**src/rtl/fhs_pkg.sv**
```systemverilog
package fhs_pkg;
    localparam int unsigned GRP_PIX    = 16;
    localparam int unsigned FINE_W     = 4;
    localparam int unsigned BORDER_PIX = 16;
    localparam int unsigned NARROW_PIX = 256;
    localparam int unsigned WIDE_PIX   = 320;
    localparam int unsigned POS_W      = $clog2(BORDER_PIX + WIDE_PIX + 1);
    localparam int unsigned REM_W      = $clog2(GRP_PIX + 1);

    typedef struct packed {
        logic [FINE_W-1:0] cnt;
    } delay_st_t;

    typedef struct packed {
        logic [POS_W-1:0] pos;
        logic             wide;
    } pos_st_t;
endpackage

```
**src/rtl/fhs_delay_ctr.sv**
```systemverilog
module fhs_delay_ctr
    import fhs_pkg::*;
(
    input  logic              clk,
    input  logic              rst_n,
    input  logic              load,
    input  logic              tick,
    input  logic [FINE_W-1:0] fine,
    output logic              expired
);
    delay_st_t st_d, st_q;

    always_comb begin
        st_d = st_q;
        if (load) begin
            st_d.cnt = fine;
        end else if (tick && (st_q.cnt != '0)) begin
            st_d.cnt = st_q.cnt - 1'b1;
        end
    end

    always_ff @(posedge clk) begin
        if (!rst_n) st_q <= '0;
        else        st_q <= st_d;
    end

    assign expired = (st_q.cnt == '0);

    assert_load_fine_R2: assert property (@(posedge clk) disable iff (!rst_n)
        load |=> (st_q.cnt == $past(fine)));

    assert_count_down_R3: assert property (@(posedge clk) disable iff (!rst_n)
        (tick && !load && (st_q.cnt != '0)) |=> (st_q.cnt == $past(st_q.cnt) - 1'b1));

    assert_hold_idle_R3: assert property (@(posedge clk) disable iff (!rst_n)
        (!tick && !load) |=> $stable(st_q.cnt));
endmodule

```
**src/rtl/fhs_pos_ctr.sv**
```systemverilog
module fhs_pos_ctr
    import fhs_pkg::*;
(
    input  logic             clk,
    input  logic             rst_n,
    input  logic             load,
    input  logic             tick,
    input  logic             wide_in,
    output logic             in_line,
    output logic             active,
    output logic [POS_W-1:0] x_idx
);
    localparam logic [POS_W-1:0] END_NARROW = POS_W'(BORDER_PIX + NARROW_PIX);
    localparam logic [POS_W-1:0] END_WIDE   = POS_W'(BORDER_PIX + WIDE_PIX);
    localparam logic [POS_W-1:0] BORDER     = POS_W'(BORDER_PIX);

    pos_st_t st_d, st_q;
    logic [POS_W-1:0] line_end;

    always_comb begin
        line_end = st_q.wide ? END_WIDE : END_NARROW;
        in_line  = (st_q.pos < line_end);
        active   = in_line && (st_q.pos >= BORDER);
        x_idx    = active ? (st_q.pos - BORDER) : '0;
    end

    always_comb begin
        st_d = st_q;
        if (load) begin
            st_d.pos  = '0;
            st_d.wide = wide_in;
        end else if (tick && in_line) begin
            st_d.pos = st_q.pos + 1'b1;
        end
    end

    always_ff @(posedge clk) begin
        if (!rst_n) begin
            st_q.pos  <= END_WIDE;
            st_q.wide <= 1'b0;
        end else begin
            st_q <= st_d;
        end
    end

    assert_pos_stop_R6: assert property (@(posedge clk) disable iff (!rst_n)
        (!in_line && !load) |=> $stable(st_q.pos));

    assert_pos_restart_R3: assert property (@(posedge clk) disable iff (!rst_n)
        load |=> (st_q.pos == '0));
endmodule

```
**src/rtl/fhs_col_buffer.sv**
```systemverilog
module fhs_col_buffer
    import fhs_pkg::*;
#(
    parameter int unsigned PIX_W = 4,
    localparam int unsigned GRP_BITS = PIX_W * GRP_PIX
) (
    input  logic                clk,
    input  logic                rst_n,
    input  logic                clear,
    input  logic                shift,
    input  logic                col_valid,
    input  logic [GRP_BITS-1:0] col_data,
    output logic [PIX_W-1:0]    pix
);
    typedef struct packed {
        logic [GRP_BITS-1:0] hold;
        logic                hold_vld;
        logic [GRP_BITS-1:0] sh;
        logic [REM_W-1:0]    rem;
    } buf_st_t;

    buf_st_t st_d, st_q;
    logic    take;

    always_comb begin
        st_d = st_q;
        pix  = '0;
        take = 1'b0;
        if (clear) begin
            st_d.hold_vld = 1'b0;
            st_d.rem      = '0;
        end else begin
            if (shift) begin
                if (st_q.rem != '0) begin
                    pix       = st_q.sh[PIX_W-1:0];
                    st_d.sh   = st_q.sh >> PIX_W;
                    st_d.rem  = st_q.rem - 1'b1;
                end else if (st_q.hold_vld) begin
                    take          = 1'b1;
                    pix           = st_q.hold[PIX_W-1:0];
                    st_d.sh       = st_q.hold >> PIX_W;
                    st_d.rem      = REM_W'(GRP_PIX - 1);
                    st_d.hold_vld = 1'b0;
                end
            end
            if (col_valid) begin
                st_d.hold     = col_data;
                st_d.hold_vld = 1'b1;
            end
        end
    end

    always_ff @(posedge clk) begin
        if (!rst_n) st_q <= '0;
        else        st_q <= st_d;
    end

    assert_hold_free_R9: assert property (@(posedge clk) disable iff (!rst_n)
        !(col_valid && st_q.hold_vld && !take && !clear));

    assert_no_start_load_R9: assert property (@(posedge clk) disable iff (!rst_n)
        !(col_valid && clear));

    assert_underflow_idle_R8: assert property (@(posedge clk) disable iff (!rst_n)
        (shift && !clear && (st_q.rem == '0) && !st_q.hold_vld) |=> (st_q.rem == '0));

    assert_no_shift_stable_R3: assert property (@(posedge clk) disable iff (!rst_n)
        (!shift && !clear) |=> $stable(st_q.rem));
endmodule

```
**src/rtl/fhs_aligner.sv**
```systemverilog
module fhs_aligner
    import fhs_pkg::*;
#(
    parameter int unsigned PIX_W    = 4,
    parameter int unsigned SCROLL_W = 10,
    localparam int unsigned GRP_BITS = PIX_W * GRP_PIX
) (
    input  logic                clk,
    input  logic                rst_n,
    input  logic                pix_en,
    input  logic                line_start,
    input  logic                wide,
    input  logic [SCROLL_W-1:0] scroll,
    input  logic                col_valid,
    input  logic [GRP_BITS-1:0] col_data,
    output logic [PIX_W-1:0]    pix_out,
    output logic                pix_act,
    output logic [POS_W-1:0]    pix_x
);
    typedef struct packed {
        logic [PIX_W-1:0] pix;
        logic             act;
        logic [POS_W-1:0] x;
    } out_st_t;

    out_st_t          st_d, st_q;
    logic             tick;
    logic             expired;
    logic             in_line;
    logic             active;
    logic [POS_W-1:0] x_idx;
    logic             shift;
    logic [PIX_W-1:0] buf_pix;

    assign tick  = pix_en && !line_start;
    assign shift = tick && in_line && expired;

    fhs_delay_ctr u_delay (
        .clk     (clk),
        .rst_n   (rst_n),
        .load    (line_start),
        .tick    (tick),
        .fine    (scroll[FINE_W-1:0]),
        .expired (expired)
    );

    fhs_pos_ctr u_pos (
        .clk     (clk),
        .rst_n   (rst_n),
        .load    (line_start),
        .tick    (tick),
        .wide_in (wide),
        .in_line (in_line),
        .active  (active),
        .x_idx   (x_idx)
    );

    fhs_col_buffer #(.PIX_W(PIX_W)) u_buf (
        .clk       (clk),
        .rst_n     (rst_n),
        .clear     (line_start),
        .shift     (shift),
        .col_valid (col_valid),
        .col_data  (col_data),
        .pix       (buf_pix)
    );

    always_comb begin
        st_d = st_q;
        if (line_start) begin
            st_d = '0;
        end else if (tick) begin
            st_d.act = active;
            st_d.pix = active ? buf_pix : '0;
            st_d.x   = x_idx;
        end
    end

    always_ff @(posedge clk) begin
        if (!rst_n) st_q <= '0;
        else        st_q <= st_d;
    end

    assign pix_out = st_q.pix;
    assign pix_act = st_q.act;
    assign pix_x   = st_q.x;

    assert_border_zero_R6: assert property (@(posedge clk) disable iff (!rst_n)
        !pix_act |-> (pix_out == '0));

    assert_border_index_R7: assert property (@(posedge clk) disable iff (!rst_n)
        !pix_act |-> (pix_x == '0));

    assert_idle_hold_R10: assert property (@(posedge clk) disable iff (!rst_n)
        (!pix_en && !line_start) |=> ($stable(pix_out) && $stable(pix_act) && $stable(pix_x)));

    assert_index_step_R7: assert property (@(posedge clk) disable iff (!rst_n)
        (tick && pix_act && active) |=> (pix_x == $past(pix_x) + 1'b1));
endmodule

```
**config.mk**
```make
export PLATFORM = sky130hd
export DESIGN_NAME = fhs_aligner
export DESIGN_NICKNAME = d
export VERILOG_FILES = /design/src/rtl/fhs_pkg.sv /design/src/rtl/fhs_delay_ctr.sv /design/src/rtl/fhs_pos_ctr.sv /design/src/rtl/fhs_col_buffer.sv /design/src/rtl/fhs_aligner.sv
export SDC_FILE = /design/constraint.sdc
export NUM_CORES = 1
export LEC_CHECK = 0
export BUFFER_PORTS_ARGS = -buffer_cell sky130_fd_sc_hd__buf_4
export CORE_MARGIN = 10
export CORE_UTILIZATION = 52
export DETAILED_ROUTE_END_ITERATION = 10
export PLACE_DENSITY = 0.76
export SLEW_MARGIN = 25
export SYNTH_ARGS = -nofsm -noshare
export SYNTH_HDL_FRONTEND = slang
export SYNTH_SLANG_ARGS = --single-unit
export TNS_END_PERCENT = 5
```
**constraint.sdc**
```tcl
create_clock -name clk -period 2.26 [get_ports clk]
set_input_delay 0.339 -clock clk [delete_from_list [all_inputs] [get_ports clk]]
set_output_delay 0.339 -clock clk [all_outputs]
set_load 0.02 [all_outputs]
```
==> reports/summary.md <==
- **headroom to the max-slew limit** 40.6%
- **layout cell share with drive strength beyond 1** 24.3%
- **count of flip-flops with a built-in enable after synthesis** 0
- **total power divided by cell area** 738 nW/µm²
- **capture instance of the worst register-to-register path** u_buf.st_q[58]
- **kind of end point of the critical path** register
- **Max rail drop VDD** 583 µV
- **Die Footprint** 18200 µm²
- **post-synth top area share** 46.1%
- **final number of setup-violating endpoints** 0
- **flops & latches, synth** 158
- **Pre-Repair DR Iteration Count** 7
- **type of origin of the critical path** register
- **measured slew at the worst slew-check pin** 0.887 ns
- **Static Leakage** 2.92 nW
- **Die Width** 135 µm
- **HP Start** scroll[3]
- **number of clock sinks** 158
- **antenna violations before repair** 0
- **post-synthesis cell area** 6870 µm²
- **Initial DRC Count** 493
- **Max Fclk** 0.456 GHz
- **gate count of the mapped netlist** 802
- **leading cell types by total area after synthesis** sky130_fd_sc_hd__dfxtp_1 46%, sky130_fd_sc_hd__nand2_1 14%, sky130_fd_sc_hd__a311oi_2 12%, sky130_fd_sc_hd__a21oi_1 9.2%, sky130_fd_sc_hd__clkbuf_1 2.5%
- **wire length per cell** 15.3 µm
- **pin count of the biggest net entering global routing** 64
- **r2r setup slk** 0.07 ns
- **worst hold margin** 0.150 ns
- **Core Region** 12800 µm²
- **routability-driven placement congestion ratio** 0.867
- **worst setup margin** 0.0684 ns
- **Port Buffer Count** 87
- **CTS root buf** sky130_fd_sc_hd__clkbuf_16
- **synth unique cells** 47
- **Hold EP** u_delay.st_q[3]
- **Overflow after GRT** 0
- **net count of the mapped netlist** 891
- **final clock period utilization by the worst path** 97.0%
- **Syn. warnings** 0
- **overall fraction of global-route tracks in use** 17.8%
- **worst reg2reg path startpoint** u_buf.st_q[1]
- **number of fill cells** 1061
- **cell type with the largest total area after synthesis** sky130_fd_sc_hd__dfxtp_1
- **final setup TNS** 0 ns
- **area added between synthesis and finish** 20.7%
- **peak fanout along the critical path** 17
- **top-level port count** 94
- **number of buffers created by CTS** 17
- **RSZ-0062 raised after global routing** no
- **number of global-route vias before repair** 5767
- **Final Critical Period** 2.19 ns
- **Routed Antenna Nets** 0
- **outcome** finished, final reports clean
- **Die Y-Extent** 135 µm
- **worst clock skew** 0.00696 ns
- **clock-pin transition on the worst setup and hold timing paths** 0.06 ns
- **DR vias** 5783
- **final slew viol count** 0
- **arrival time at the worst endpoint** 2.52 ns
- **TritonCTS clock tree** yes
- **share of synthesized registers carrying an async set or reset** 0%
- **syn avg cell area** 8.56 µm²
- **Final Hold Violating Endpoints** 0
- **main flop type after synthesis** sky130_fd_sc_hd__dfxtp_1
- **Setup CP Type** reg -> reg
- **top library cells by usage in the layout, fill and taps aside** 260 x sky130_fd_sc_hd__nand2_1, 158 x sky130_fd_sc_hd__dfxtp_1, 126 x sky130_fd_sc_hd__a21oi_1
- **pre-CTS setup slack** 0.0126 ns
- **maximum clock path buffer count** 2
- **final net count** 955
- **proportion of synthesized chip area in sequential cells** 46.1%
- **most frequent standard cell in the layout excluding fill and tap cells** sky130_fd_sc_hd__nand2_1
- **Max Cap Viol** 0
- **Final HPWL DP** 10.8 mm
- **number of buffers inserted by hold repair at cts** 0
- **Detailed Route WL** 16.0 mm
- **depth of the CTS H-tree** 4
- **Clk Latency, worst-skew pair** 0.43 ns
- **worst hold path depth** 3
- **class of the tightest hold or removal check** in -> reg
- **critical path required time** 2.59 ns
- **Avg Vias per Cell** 5.51
- **number of rows created at floorplan** 41
- **diode count** 0
- **first-pass GRT wire length** 26.9 mm
- **starting density of the core** 53.8%
- **count of cells along the worst register-to-register path** 7
- **detailed-route DRC error count** 0
worst max-delay path by stage:
stage | depth (start not counted) | slack, ns | end | from
after CTS | 7 | 0.006 | u_buf.st_q[58] | u_buf.st_q[1]
after floorplan | 10 | 0.12 | u_buf.st_q[53] | u_buf.st_q[0]
after global routing | 7 | 0.0001 | u_buf.st_q[2] | u_buf.st_q[1]
after global placement | 7 | 0.1 | u_buf.st_q[57] | u_buf.st_q[1]
after detailed placement | 7 | 0.01 | u_buf.st_q[35] | u_buf.st_q[1]
final | 7 | 0.07 | u_buf.st_q[58] | u_buf.st_q[1]
cell usage after synthesis, types with 5 or more instances:
library cell,number
sky130_fd_sc_hd__xnor2_1,5
sky130_fd_sc_hd__dfxtp_1,158
sky130_fd_sc_hd__nand3_1,11
sky130_fd_sc_hd__a21oi_1,126
sky130_fd_sc_hd__ha_1,9
sky130_fd_sc_hd__a22o_1,9
sky130_fd_sc_hd__nor3_1,5
sky130_fd_sc_hd__nor2_1,18
sky130_fd_sc_hd__buf_6,7
sky130_fd_sc_hd__inv_1,13
sky130_fd_sc_hd__buf_2,6
sky130_fd_sc_hd__nand2_1,260
sky130_fd_sc_hd__a311oi_2,56
sky130_fd_sc_hd__buf_1,11
sky130_fd_sc_hd__clkbuf_1,45
sky130_fd_sc_hd__mux2i_1,6
per-stage QoR:
| step | power [mW] | instance area, µm² | cells | utilization (%) |
|---|---|---|---|---|
| floorplan | 3.30 | 6870 | 802 | - |
| global placement | 3.49 | 7710 | 1015 | 60.4 |
| detailed placement | 3.52 | 7710 | 1015 | 60.4 |
| CTS | 6.16 | 8260 | 1046 | 64.6 |
| global route | 6.33 | 8290 | 1050 | 64.9 |
| finish | 6.12 | 8290 | 1050 | 64.9 |
logic make-up (layout without fill, tap and decap cells):
| family | count (synthesis) | after routing | share of synthesized area, % |
|---|---|---|---|
| AOI/OAI and AO/OA | 214 | 214 | 25.2 |
| buffers and inverters | 83 | 159 | 5.41 |
| muxes | 10 | 10 | 1.53 |
| xor gates and xnor gates | 9 | 9 | 1.15 |
| DFF | 158 | 158 | 46.1 |
| adders and majority gates | 9 | 9 | 1.64 |
| and+or+nand+nor | 319 | 319 | 19.0 |
critical path, stage by stage (launching register included):
cell and delay [ns]:
sky130_fd_sc_hd__dfxtp_1 0.33, sky130_fd_sc_hd__inv_1 0.08, sky130_fd_sc_hd__ha_1 0.18, sky130_fd_sc_hd__or4b_2 0.61, sky130_fd_sc_hd__o211a_2 0.30, sky130_fd_sc_hd__and2_4 0.21
sky130_fd_sc_hd__buf_12 0.17, sky130_fd_sc_hd__a311oi_2 0.22
registers in the layout, summed over array words and instances, names as in the netlist:
| signal | count |
|---|---|
| u_delay.st_q | 4 |
| u_buf.st_q | 130 |
| pix_act | 1 |
| pix_x | 9 |
| u_pos.st_q | 10 |
| pix_out | 4 |
report_power, final:
group | switching (mW) | total [mW] | internal, mW
registers | 0.0542 | 2.92 | 2.87
clock network | 1.07 | 2.66 | 1.58
logic | 0.313 | 0.544 | 0.230
total | 1.44 | 6.12 | 4.68
area by class of cell:
type / instances / area [µm²] / area share (%)
Inverter: 14 / 55.1 / 0.664
Tap cell: 172 / 215 / 2.60
Multi-Input combinational cell: 561 / 3350 / 40.4
Clock inverter: 7 / 62.6 / 0.755
Clock buffer: 24 / 482 / 5.81
Timing Repair Buffer: 114 / 960 / 11.6
Sequential cell: 158 / 3160 / 38.2
layer usage:
| metal | part of all wire, % | GRT usage (%) |
|---|---|---|
| met1 | 44 | 20.7 |
| met2 | 49 | 30.2 |
| met3 | 4.6 | 4.45 |
| met4 | 1.8 | 8.10 |
| met5 | 0 | 0 |
what timing repair did:
item | in CTS | in global routing
buffers inserted | 0 | 4
gates cloned | 0 | 0
pin swaps | 1 | 0
setup endpoints to repair | 1 | 51
gates resized for setup | 0 | 1
No activity file was read; power rests on OpenSTA's default activity.
